==> src/rtl/alu_pkg.sv <==
package alu_pkg;

  typedef enum logic [2:0] {
    OP_ADD_RR  = 3'd0,
    OP_ADD_IS  = 3'd1,
    OP_ADD_IL  = 3'd2,
    OP_AND_RR  = 3'd3,
    OP_AND_IL  = 3'd4,
    OP_CMP_RR  = 3'd5,
    OP_CMP_IS  = 3'd6,
    OP_NONE    = 3'd7
  } alu_op_e;

  localparam int FLAG_W  = 5;
  localparam int FZ_BIT  = 0;
  localparam int FS_BIT  = 1;
  localparam int FOV_BIT = 2;
  localparam int FCY_BIT = 3;
  localparam int FSAT_BIT = 4;

endpackage

==> src/rtl/alu_operand_mux.sv <==
module alu_operand_mux
  import alu_pkg::*;
#(
  parameter int DATA_W = 32,
  parameter int IMM_S_W = 5,
  parameter int IMM_L_W = 16
) (
  input  alu_op_e              op,
  input  logic [DATA_W-1:0]    rs1,
  input  logic [DATA_W-1:0]    rs2,
  input  logic [IMM_S_W-1:0]   imm_s,
  input  logic [IMM_L_W-1:0]   imm_l,
  output logic [DATA_W-1:0]    src_a,
  output logic [DATA_W-1:0]    src_b,
  output logic                 do_sub
);

  localparam int PAD_S = DATA_W - IMM_S_W;
  localparam int PAD_L = DATA_W - IMM_L_W;

  logic [DATA_W-1:0] sx_short;
  logic [DATA_W-1:0] sx_long;
  logic [DATA_W-1:0] zx_long;

  generate
    if (PAD_S > 0) begin : g_ext_s
      assign sx_short = {{PAD_S{imm_s[IMM_S_W-1]}}, imm_s};
    end else begin : g_trunc_s
      assign sx_short = imm_s[DATA_W-1:0];
    end
    if (PAD_L > 0) begin : g_ext_l
      assign sx_long = {{PAD_L{imm_l[IMM_L_W-1]}}, imm_l};
      assign zx_long = {{PAD_L{1'b0}}, imm_l};
    end else begin : g_trunc_l
      assign sx_long = imm_l[DATA_W-1:0];
      assign zx_long = imm_l[DATA_W-1:0];
    end
  endgenerate

  always_comb begin
    src_a  = '0;
    src_b  = '0;
    do_sub = 1'b0;
    unique case (op)
      OP_ADD_RR: begin src_a = rs2; src_b = rs1;      end
      OP_ADD_IS: begin src_a = rs2; src_b = sx_short; end
      OP_ADD_IL: begin src_a = rs1; src_b = sx_long;  end
      OP_AND_RR: begin src_a = rs2; src_b = rs1;      end
      OP_AND_IL: begin src_a = rs1; src_b = zx_long;  end
      OP_CMP_RR: begin src_a = rs2; src_b = rs1;      do_sub = 1'b1; end
      OP_CMP_IS: begin src_a = rs2; src_b = sx_short; do_sub = 1'b1; end
      default:   begin src_a = '0;  src_b = '0;       end
    endcase
  end

endmodule

==> src/rtl/alu_addsub.sv <==
module alu_addsub #(
  parameter int DATA_W = 32
) (
  input  logic [DATA_W-1:0] a,
  input  logic [DATA_W-1:0] b,
  input  logic              sub,
  output logic [DATA_W-1:0] sum,
  output logic              carry,
  output logic              ovf
);

  localparam int MSB = DATA_W - 1;

  logic [DATA_W-1:0] b_eff;
  logic [DATA_W:0]   wide;

  assign b_eff = sub ? ~b : b;
  assign wide  = {1'b0, a} + {1'b0, b_eff} + {{DATA_W{1'b0}}, sub};
  assign sum   = wide[DATA_W-1:0];
  // borrow is the inverse of carry-out for a - b computed as a + ~b + 1
  assign carry = sub ? ~wide[DATA_W] : wide[DATA_W];
  assign ovf   = (a[MSB] == b_eff[MSB]) && (sum[MSB] != a[MSB]);

endmodule

==> src/rtl/alu_flag_policy.sv <==
module alu_flag_policy
  import alu_pkg::*;
#(
  parameter int DATA_W = 32
) (
  input  alu_op_e             op,
  input  logic [DATA_W-1:0]   arith_res,
  input  logic                arith_cy,
  input  logic                arith_ov,
  input  logic [DATA_W-1:0]   logic_res,
  output logic [DATA_W-1:0]   res,
  output logic                we,
  output logic [FLAG_W-1:0]   fval,
  output logic [FLAG_W-1:0]   fmask
);

  localparam int MSB = DATA_W - 1;

  always_comb begin
    res   = '0;
    we    = 1'b0;
    fval  = '0;
    fmask = '0;
    unique case (op)
      OP_ADD_RR, OP_ADD_IS, OP_ADD_IL, OP_CMP_RR, OP_CMP_IS: begin
        res              = arith_res;
        we               = !(op == OP_CMP_RR || op == OP_CMP_IS);
        fmask[FCY_BIT]   = 1'b1;
        fmask[FOV_BIT]   = 1'b1;
        fmask[FS_BIT]    = 1'b1;
        fmask[FZ_BIT]    = 1'b1;
        fval[FCY_BIT]    = arith_cy;
        fval[FOV_BIT]    = arith_ov;
        fval[FS_BIT]     = arith_res[MSB];
        fval[FZ_BIT]     = (arith_res == '0);
      end
      OP_AND_RR: begin
        res              = logic_res;
        we               = 1'b1;
        fmask[FOV_BIT]   = 1'b1;
        fmask[FS_BIT]    = 1'b1;
        fmask[FZ_BIT]    = 1'b1;
        fval[FS_BIT]     = logic_res[MSB];
        fval[FZ_BIT]     = (logic_res == '0);
      end
      OP_AND_IL: begin
        res              = logic_res;
        we               = 1'b1;
        fmask[FOV_BIT]   = 1'b1;
        fmask[FS_BIT]    = 1'b1;
        fmask[FZ_BIT]    = 1'b1;
        fval[FZ_BIT]     = (logic_res == '0);
      end
      default: begin
        res = '0;
      end
    endcase
  end

endmodule

==> src/rtl/alu_flag_unit.sv <==
module alu_flag_unit
  import alu_pkg::*;
#(
  parameter int DATA_W  = 32,
  parameter int IMM_S_W = 5,
  parameter int IMM_L_W = 16
) (
  input  logic                clk,
  input  logic                rst,
  input  logic [2:0]          op,
  input  logic [DATA_W-1:0]   rs1,
  input  logic [DATA_W-1:0]   rs2,
  input  logic [IMM_S_W-1:0]  imm_s,
  input  logic [IMM_L_W-1:0]  imm_l,
  output logic [DATA_W-1:0]   result,
  output logic                wr_en,
  output logic [FLAG_W-1:0]   flag_val,
  output logic [FLAG_W-1:0]   flag_mask
);

  localparam int MSB = DATA_W - 1;

  alu_op_e            op_e;
  logic [DATA_W-1:0]  src_a, src_b;
  logic               do_sub;
  logic [DATA_W-1:0]  arith_res, logic_res;
  logic               arith_cy, arith_ov;
  logic [DATA_W-1:0]  res_d;
  logic               we_d;
  logic [FLAG_W-1:0]  fval_d, fmask_d;

  assign op_e = alu_op_e'(op);

  alu_operand_mux #(
    .DATA_W (DATA_W),
    .IMM_S_W(IMM_S_W),
    .IMM_L_W(IMM_L_W)
  ) u_mux (
    .op    (op_e),
    .rs1   (rs1),
    .rs2   (rs2),
    .imm_s (imm_s),
    .imm_l (imm_l),
    .src_a (src_a),
    .src_b (src_b),
    .do_sub(do_sub)
  );

  alu_addsub #(.DATA_W(DATA_W)) u_addsub (
    .a    (src_a),
    .b    (src_b),
    .sub  (do_sub),
    .sum  (arith_res),
    .carry(arith_cy),
    .ovf  (arith_ov)
  );

  assign logic_res = src_a & src_b;

  alu_flag_policy #(.DATA_W(DATA_W)) u_policy (
    .op       (op_e),
    .arith_res(arith_res),
    .arith_cy (arith_cy),
    .arith_ov (arith_ov),
    .logic_res(logic_res),
    .res      (res_d),
    .we       (we_d),
    .fval     (fval_d),
    .fmask    (fmask_d)
  );

  always_ff @(posedge clk) begin
    if (rst) begin
      result    <= '0;
      wr_en     <= 1'b0;
      flag_val  <= '0;
      flag_mask <= '0;
    end else begin
      result    <= res_d;
      wr_en     <= we_d;
      flag_val  <= fval_d;
      flag_mask <= fmask_d;
    end
  end


  cmp_no_write_chk: assert property (@(posedge clk) disable iff (rst || $past(rst))
    ($past(op) == 3'd5 || $past(op) == 3'd6) |-> !wr_en);


  arith_mask_chk: assert property (@(posedge clk) disable iff (rst || $past(rst))
    ($past(op) <= 3'd2 || $past(op) == 3'd5 || $past(op) == 3'd6) |-> (flag_mask[3:0] == 4'hF));


  and_carry_keep_chk: assert property (@(posedge clk) disable iff (rst || $past(rst))
    ($past(op) == 3'd3 || $past(op) == 3'd4) |-> (!flag_mask[FCY_BIT] && !flag_val[FOV_BIT]));


  andi_sign_clear_chk: assert property (@(posedge clk) disable iff (rst || $past(rst))
    ($past(op) == 3'd4) |-> (flag_mask[FS_BIT] && !flag_val[FS_BIT]));


  zero_flag_chk: assert property (@(posedge clk) disable iff (rst)
    flag_mask[FZ_BIT] |-> (flag_val[FZ_BIT] == (result == '0)));


  sign_flag_chk: assert property (@(posedge clk) disable iff (rst)
    flag_val[FS_BIT] |-> result[MSB]);


  unmasked_zero_chk: assert property (@(posedge clk) disable iff (rst)
    ((flag_val & ~flag_mask) == '0));


  nop_quiet_chk: assert property (@(posedge clk) disable iff (rst || $past(rst))
    ($past(op) == 3'd7) |-> (!wr_en && flag_mask == '0 && result == '0));

endmodule

==> config.mk <==
export PLATFORM = sky130hd
export DESIGN_NAME = alu_flag_unit
export DESIGN_NICKNAME = d
export VERILOG_FILES = /design/src/rtl/alu_pkg.sv /design/src/rtl/alu_operand_mux.sv /design/src/rtl/alu_addsub.sv /design/src/rtl/alu_flag_policy.sv /design/src/rtl/alu_flag_unit.sv
export SDC_FILE = /design/constraint.sdc
export NUM_CORES = 1
export LEC_CHECK = 0
export ABC_AREA = 1
export CORE_MARGIN = 2
export CORE_UTILIZATION = 25
export CTS_BUF_LIST = sky130_fd_sc_hd__clkbuf_8 sky130_fd_sc_hd__clkbuf_16
export CTS_CLUSTER_DIAMETER = 80
export CTS_CLUSTER_SIZE = 14
export DETAILED_ROUTE_END_ITERATION = 8
export DONT_BUFFER_PORTS = 1
export HOLD_SLACK_MARGIN = 0.03
export MAX_ROUTING_LAYER = met4
export PLACE_DENSITY_LB_ADDON = 0.3
export SLEW_MARGIN = 20
export SYNTH_ARGS = -nofsm -noshare
export SYNTH_HDL_FRONTEND = slang
export SYNTH_HIERARCHICAL = 1
export SYNTH_SLANG_ARGS = --single-unit
==> constraint.sdc <==
create_clock -name clk -period 5.9 [get_ports clk]
set_input_delay 0.295 -clock clk [delete_from_list [all_inputs] [get_ports clk]]
set_output_delay 0.295 -clock clk [all_outputs]
set_load 0.02 [all_outputs]
After elaboration in Yosys (flattened, before gate mapping) --
Cells that the tools add are included.
Storage, ports and cells: register bits 43, bits in latches 0, bits in writable memories 0, ROM bits 0, bits of input ports 90, logic and storage cells 47, memories kept 0
Operators by class: add/subtract/negate cells 2, $mul 0, div/mod/pow operators 0, $lt $le $gt $ge 0, eq/ne operators 8, shift-type cells 0, mux-type cells 11, bitwise operators 4, reductions and logical operators 15
Operators by type and width (count):
- $pmux W32 S2 | 2
- $pmux W32 S4 | 1
- $logic_not A32 Y1 | 2
- $add A32 B32 Y33 | 1
- $add A33 B1 Y33 | 1
- $and A32 B32 Y32 | 1
- $mux W32 | 1
- $not A32 Y32 | 1
- $reduce_or A2 Y1 | 5
- $reduce_or A5 Y1 | 2
- $eq A3 B3 Y1 const B | 3
- $reduce_or A7 Y1 | 1
- $eq A3 B2 Y1 const B | 2
- $pmux W1 S2 | 3
- $eq A3 B1 Y1 const B | 1
- $logic_not A3 Y1 | 1
- $mux W1 | 3
- $mux W3 | 1
- $reduce_or A3 Y1 | 1
- $not A1 Y1 | 2
- $eq A1 B1 Y1 | 1
- $logic_and A1 B1 Y1 | 1
- $logic_not A1 Y1 | 1
- $logic_or A1 B1 Y1 | 1
- $ne A1 B1 Y1 | 1

Depth between registers and ports, before layout --
depth after elaboration 9, gate-level depth with buffers 31, depth with buffers taken out 30

Hierarchy --
The synthesis kept the hierarchy.
By module, submodules not included:
- alu_addsub | instances 1, cells each 419, area each 2378.5 um2, seq. area each 0.0 um2
- alu_flag_unit | instances 1, cells each 198, area each 1480.2 um2, seq. area each 860.8 um2
- alu_operand_mux | instances 1, cells each 216, area each 934.6 um2, seq. area each 0.0 um2
- alu_flag_policy | instances 1, cells each 133, area each 719.4 um2, seq. area each 0.0 um2

Worst setup path before layout --
No wires, ideal clock.
path kind input-to-reg, from input port op[2], to register flag_val[0], setup time 64 ps, data arrival time 2929 ps, required time 5836 ps, setup slack 2907 ps, stages 29, cell sequence inv_2 nand3_1 nand2_1 buf_2 buf_4 nand2_1 nand2_1 inv_1 nand2_1 and2_1 inv_1 fa_1 o21ai_2 nand2_1 nand2_2 nand3_1 nand2_2 nand3b_1 nand3_1 nand2_1 nor2_1 nand2_1 nor2_1 nand2_1 nor2_1 nand2_1 nand2_1 inv_1 nor2_1
RTL lines:
- from (decl) | line alu_flag_unit.sv:10 | input logic [2:0] op,
- $eq A3 B1 Y1, or another cell as far along | line alu_operand_mux.sv:44 | unique case (op)
- $reduce_or A5 Y1 (no source line) or $reduce_or A2 Y1 (tied branches)
- $pmux W32 S2 * | line alu_operand_mux.sv:44
- named net src_a[0] | line alu_flag_unit.sv:24 | logic [DATA_W-1:0] src_a, src_b;
- $add A32 B32 Y33 * | line alu_addsub.sv:18 | assign wide = {1'b0, a} + {1'b0, b_eff} + {{DATA_W{1'b0}}, sub};
- $add A33 B1 Y33 * | line alu_addsub.sv:18
- named net arith_res[30] | line alu_flag_unit.sv:26 | logic [DATA_W-1:0] arith_res, logic_res;
- $logic_not A32 Y1 * | line alu_flag_policy.sv:35 | fval[FZ_BIT] = (arith_res == '0);
- $pmux W1 S2 * | line alu_flag_policy.sv:24 | unique case (op)
- named net fval_d[0] | line alu_flag_unit.sv:30 | logic [FLAG_W-1:0] fval_d, fmask_d;
- to (signal assigned) | line alu_flag_unit.sv:81 | flag_val <= fval_d;
- to (decl) | line alu_flag_unit.sv:17 | output logic [FLAG_W-1:0] flag_val,
The timed path passes the listed nets; every way through them passes the cells marked *. A chain may end at the register's enable or synchronous reset.

Worst setup path after layout --
from input port op[2], to register flag_val[0]
On the way: longest elaborated chain between the ends 9
Ends and longest elaborated chain:
- $eq A3 B2 Y1, or another cell as far along | line alu_operand_mux.sv:44
- $reduce_or A3 Y1 (no source line) or $reduce_or A2 Y1 (tied branches)
- $pmux W32 S4 * | line alu_operand_mux.sv:44
- named net src_b[27] | line alu_flag_unit.sv:24
- $not A32 Y32 | line alu_addsub.sv:17 | assign b_eff = sub ? ~b : b;
- $mux W32 * | line alu_addsub.sv:17
- $add A32 B32 Y33 * | line alu_addsub.sv:18
- $add A33 B1 Y33 * | line alu_addsub.sv:18
- named net arith_res[28] | line alu_flag_unit.sv:26
- $logic_not A32 Y1 * | line alu_flag_policy.sv:35
- $pmux W1 S2 * | line alu_flag_policy.sv:24
- named net fval_d[0] | line alu_flag_unit.sv:30
Marks and branches as above.

==> impl_metrics.csv <==
group,metric,value,unit
clock_network,clk_path_buf_depth,2,
place,dp.cells,1213,
setup_path,cp.arrival,4.10,ns
sta,post-route-min-period,3.87,ns
synth,synthCells,966,
synth,synth.area.top_cells,"nand2_1, dfxtp_1, inv_1, nand3_1, nor2_1",
power_and_ir_drop,leakage,3.28,nW
drt,drc_errors,0,
synth,ys_seq_elements,43,
clock_network,hold_buffers,0,
synth,ys_warn_count,6,
setup_path,worstSetupEndpointType,"flip-flop",
setup_path,path_max_fanout,33,
synth,synth-main-ff-cell,"dfxtp_1",
die,rows,54,
clock_network,cts_resized,0,
setup_path,cpPeakStageDelay,0.51,ns
die,start_util,25.3,%
sta,finalCritPeriodShare,65.7,%
synth,yosysTopAreaCell,"nand2_1",
clock_network,path_clk_slew,0.06,ns
drt,drt_first_pass_iters,5,
global_routing,grt_pass1_vias,5325,
synth,synth_async_sr_flop_share,0,%
synth,ys_types,39,
min_path,holdPathStages,1,
sta,fmax,258,MHz
min_path,hp-start,"rst",
die,core-area,0.0218,mm²
setup_path,crit_required,6.12,ns
setup_path,critPathLaunchType,"input port",
die,die_x,152,µm
clock_network,cts_setup_buffers,0,
clock_network,cts-buffers-inserted,5,
global_routing,grt_pass1_wl,30100,µm
cells_and_area,diodes,0,
sta,setup_violations,0,
synth,yosysMostFrequentCell,"nand2_1",
setup_path,crit_family,"simple AND/OR/NAND/NOR gates",
clock_network,clock_sinks,43,
synth,synth_edf_count,0,
synth,avgSynthCellArea,5.71,µm²
place,dp_hpwl,16800,µm
min_path,holdPathEnd,"flag_mask[0]",
cells_and_area,final_area,0.00579,mm²
sta,finalWorstSetupSlack,2.03,ns
sta,tightest_slew,0.770,ns
setup_path,crit_buf_inv,2,
cells_and_area,nets,1062,
drt,ant_nets,0,
clock_network,cts_tree,"done",
power_and_ir_drop,powerDensity,292,mW/mm²
sta,drv_slew,0,
drt,wl_per_cell,15.9,µm
global_routing,antenna_found_initial,0,
sta,rsz0062_at_grt,"no",
flow_run,maxCapViolCount,0,
cells_and_area,nFillCells,2591,
place,gp_congestion,0.966,
sta,tns,0,ns
place,pre_cts_slack,1.79,ns
synth,syn_area,0.00551,mm²
power_and_ir_drop,p_total,1.69,mW
setup_path,crit_type,"in2reg",
die,io_pins,133,
global_routing,grt_max_degree,49,
cells_and_area,finalNonFillerCells,1221,
drt,drt_iter0_markers,403,
place,io_buffers,0,
power_and_ir_drop,irDropWorstVdd,0.000155,V
sta,max-slew-margin-rel,48.5,%
die,dieHeight,152,µm
drt,drt-total-wl,19400,µm
cells_and_area,drive_gt1_share,5.31,%
drt,vias_per_cell,4.62,
setup_path,path_common_cell,"nand2_1",
global_routing,grt_usage,16.6,%
synth,synth_commonest_cells,"nand2_1, inv_1, nor2_1, nand3_1, xor2_1",
die,dieArea,0.0233,mm²
place,placed_area,0.00561,mm²
clock_network,cts_root_buffer,"clkbuf_16",
setup_path,worst_path_max_delay_cell,"nand3_2",
status,outcome,"completed",
sta,hold_violations,0,
clock_network,cts_max_level,2,
min_path,hold_path.class,"in2reg",
synth,synth_top_area_share,21.5,%
synth,ys_seq_area_share,15.6,%
global_routing,gr-total-overflow,0,
drt,vias,5642,
cells_and_area,areaGrowthSynthToFinish,4.95,%
setup_path,cp_cell_sequence,"inv_2 -> nand3_2 -> nand2_2 -> nand2_2 -> nand3_1 -> xor2_1 -> ha_1 -> nand2_1 -> nand2_1 -> o21bai_1 -> o21bai_1 -> a21oi_1 -> nand2_1 -> nand2_1 -> nand2_1 -> nor2_1 -> nand2_1 -> nor2_1 -> nand2_1 -> nor2_1 -> nand2_1 -> nand2_1 -> inv_1 -> nor2_1",
final cells by class:
| cell class | instances | area, µm² | share of cell area [%] |
|---|---|---|---|
| Tap cell | 280 | 350 | 6.06 |
| Timing Repair Buffer | 2 | 15.0 | 0.260 |
| Clock buffer | 5 | 125 | 2.16 |
| Multi-Input combinational cell | 754 | 3880 | 67.1 |
| Sequential cell | 43 | 861 | 14.9 |
| Clock inverter | 3 | 43.8 | 0.757 |
| Inverter | 134 | 505 | 8.74 |
layout by cell type (no fill, tap or decap), types with 2 or more instances in the layout:
cell and n:
nand2_2 17, nor3_1 4, xnor2_1 2, o21ai_1 3, nand2_4 3, inv_2 7, nand4_1 9, inv_1 125
nor2_2 5, a21oi_1 38, o21a_1 5, nor2_1 122, nand3_2 2, o21ai_0 16, nand3_1 92, conb_1 2
xor2_1 46, a22o_1 23, dfxtp_1 43, o21bai_1 5, clkbuf_16 5, nand2_1 314, buf_4 2, ha_1 31
a21o_1 5
registers in the layout, summed over array words and instances, names as in the netlist:
name       cells
result        32
flag_mask      5
wr_en          1
flag_val       5
routing by layer:
metal | vias up | GRT usage [%] | routed length (µm)
met5 | - | - | 0
met4 | 0 | 2.65 | 277
met3 | 23 | 1.85 | 897
met2 | 182 | 25.3 | 8180
met1 | 2477 | 24.2 | 10000
li1 | 2960 | - | -
where the power goes:
part           internal (mW)  switching, mW
Clock                  0.199          0.111
Combinational          0.317          0.633
Sequential             0.342         0.0874
worst max path at each step:
stage | from | to | slack (ns) | depth (start not counted)
global route | op[2] | flag_val[0] | 1.62 | 23
detailed placement | op[2] | flag_val[0] | 1.79 | 24
floorplan | op[2] | flag_val[0] | 2.91 | 29
global placement | op[0] | flag_val[0] | 1.82 | 28
CTS | op[2] | flag_val[0] | 2.08 | 24
finish | op[2] | flag_val[0] | 2.03 | 24
kinds of logic after synthesis:
logic type | count (synthesis) | synth area share, %
buffers and inverters | 170 | 14.1
AOI/OAI and AO/OA | 97 | 11.1
xor gates and xnor gates | 49 | 7.92
DFF | 43 | 15.6
other | 1 | 0.0680
adders and majority gates | 32 | 7.40
and+or+nand+nor | 574 | 43.8
per-stage QoR:
stage                     hold slack (ns)  utilization (%)
after floorplan                     0.465                -
after global placement              0.373             25.8
after detailed placement            0.373             25.8
after CTS                          0.0670             26.6
after global routing               0.0705             26.6
final                              0.0787             26.6
(Power assumes the default switching activity.)
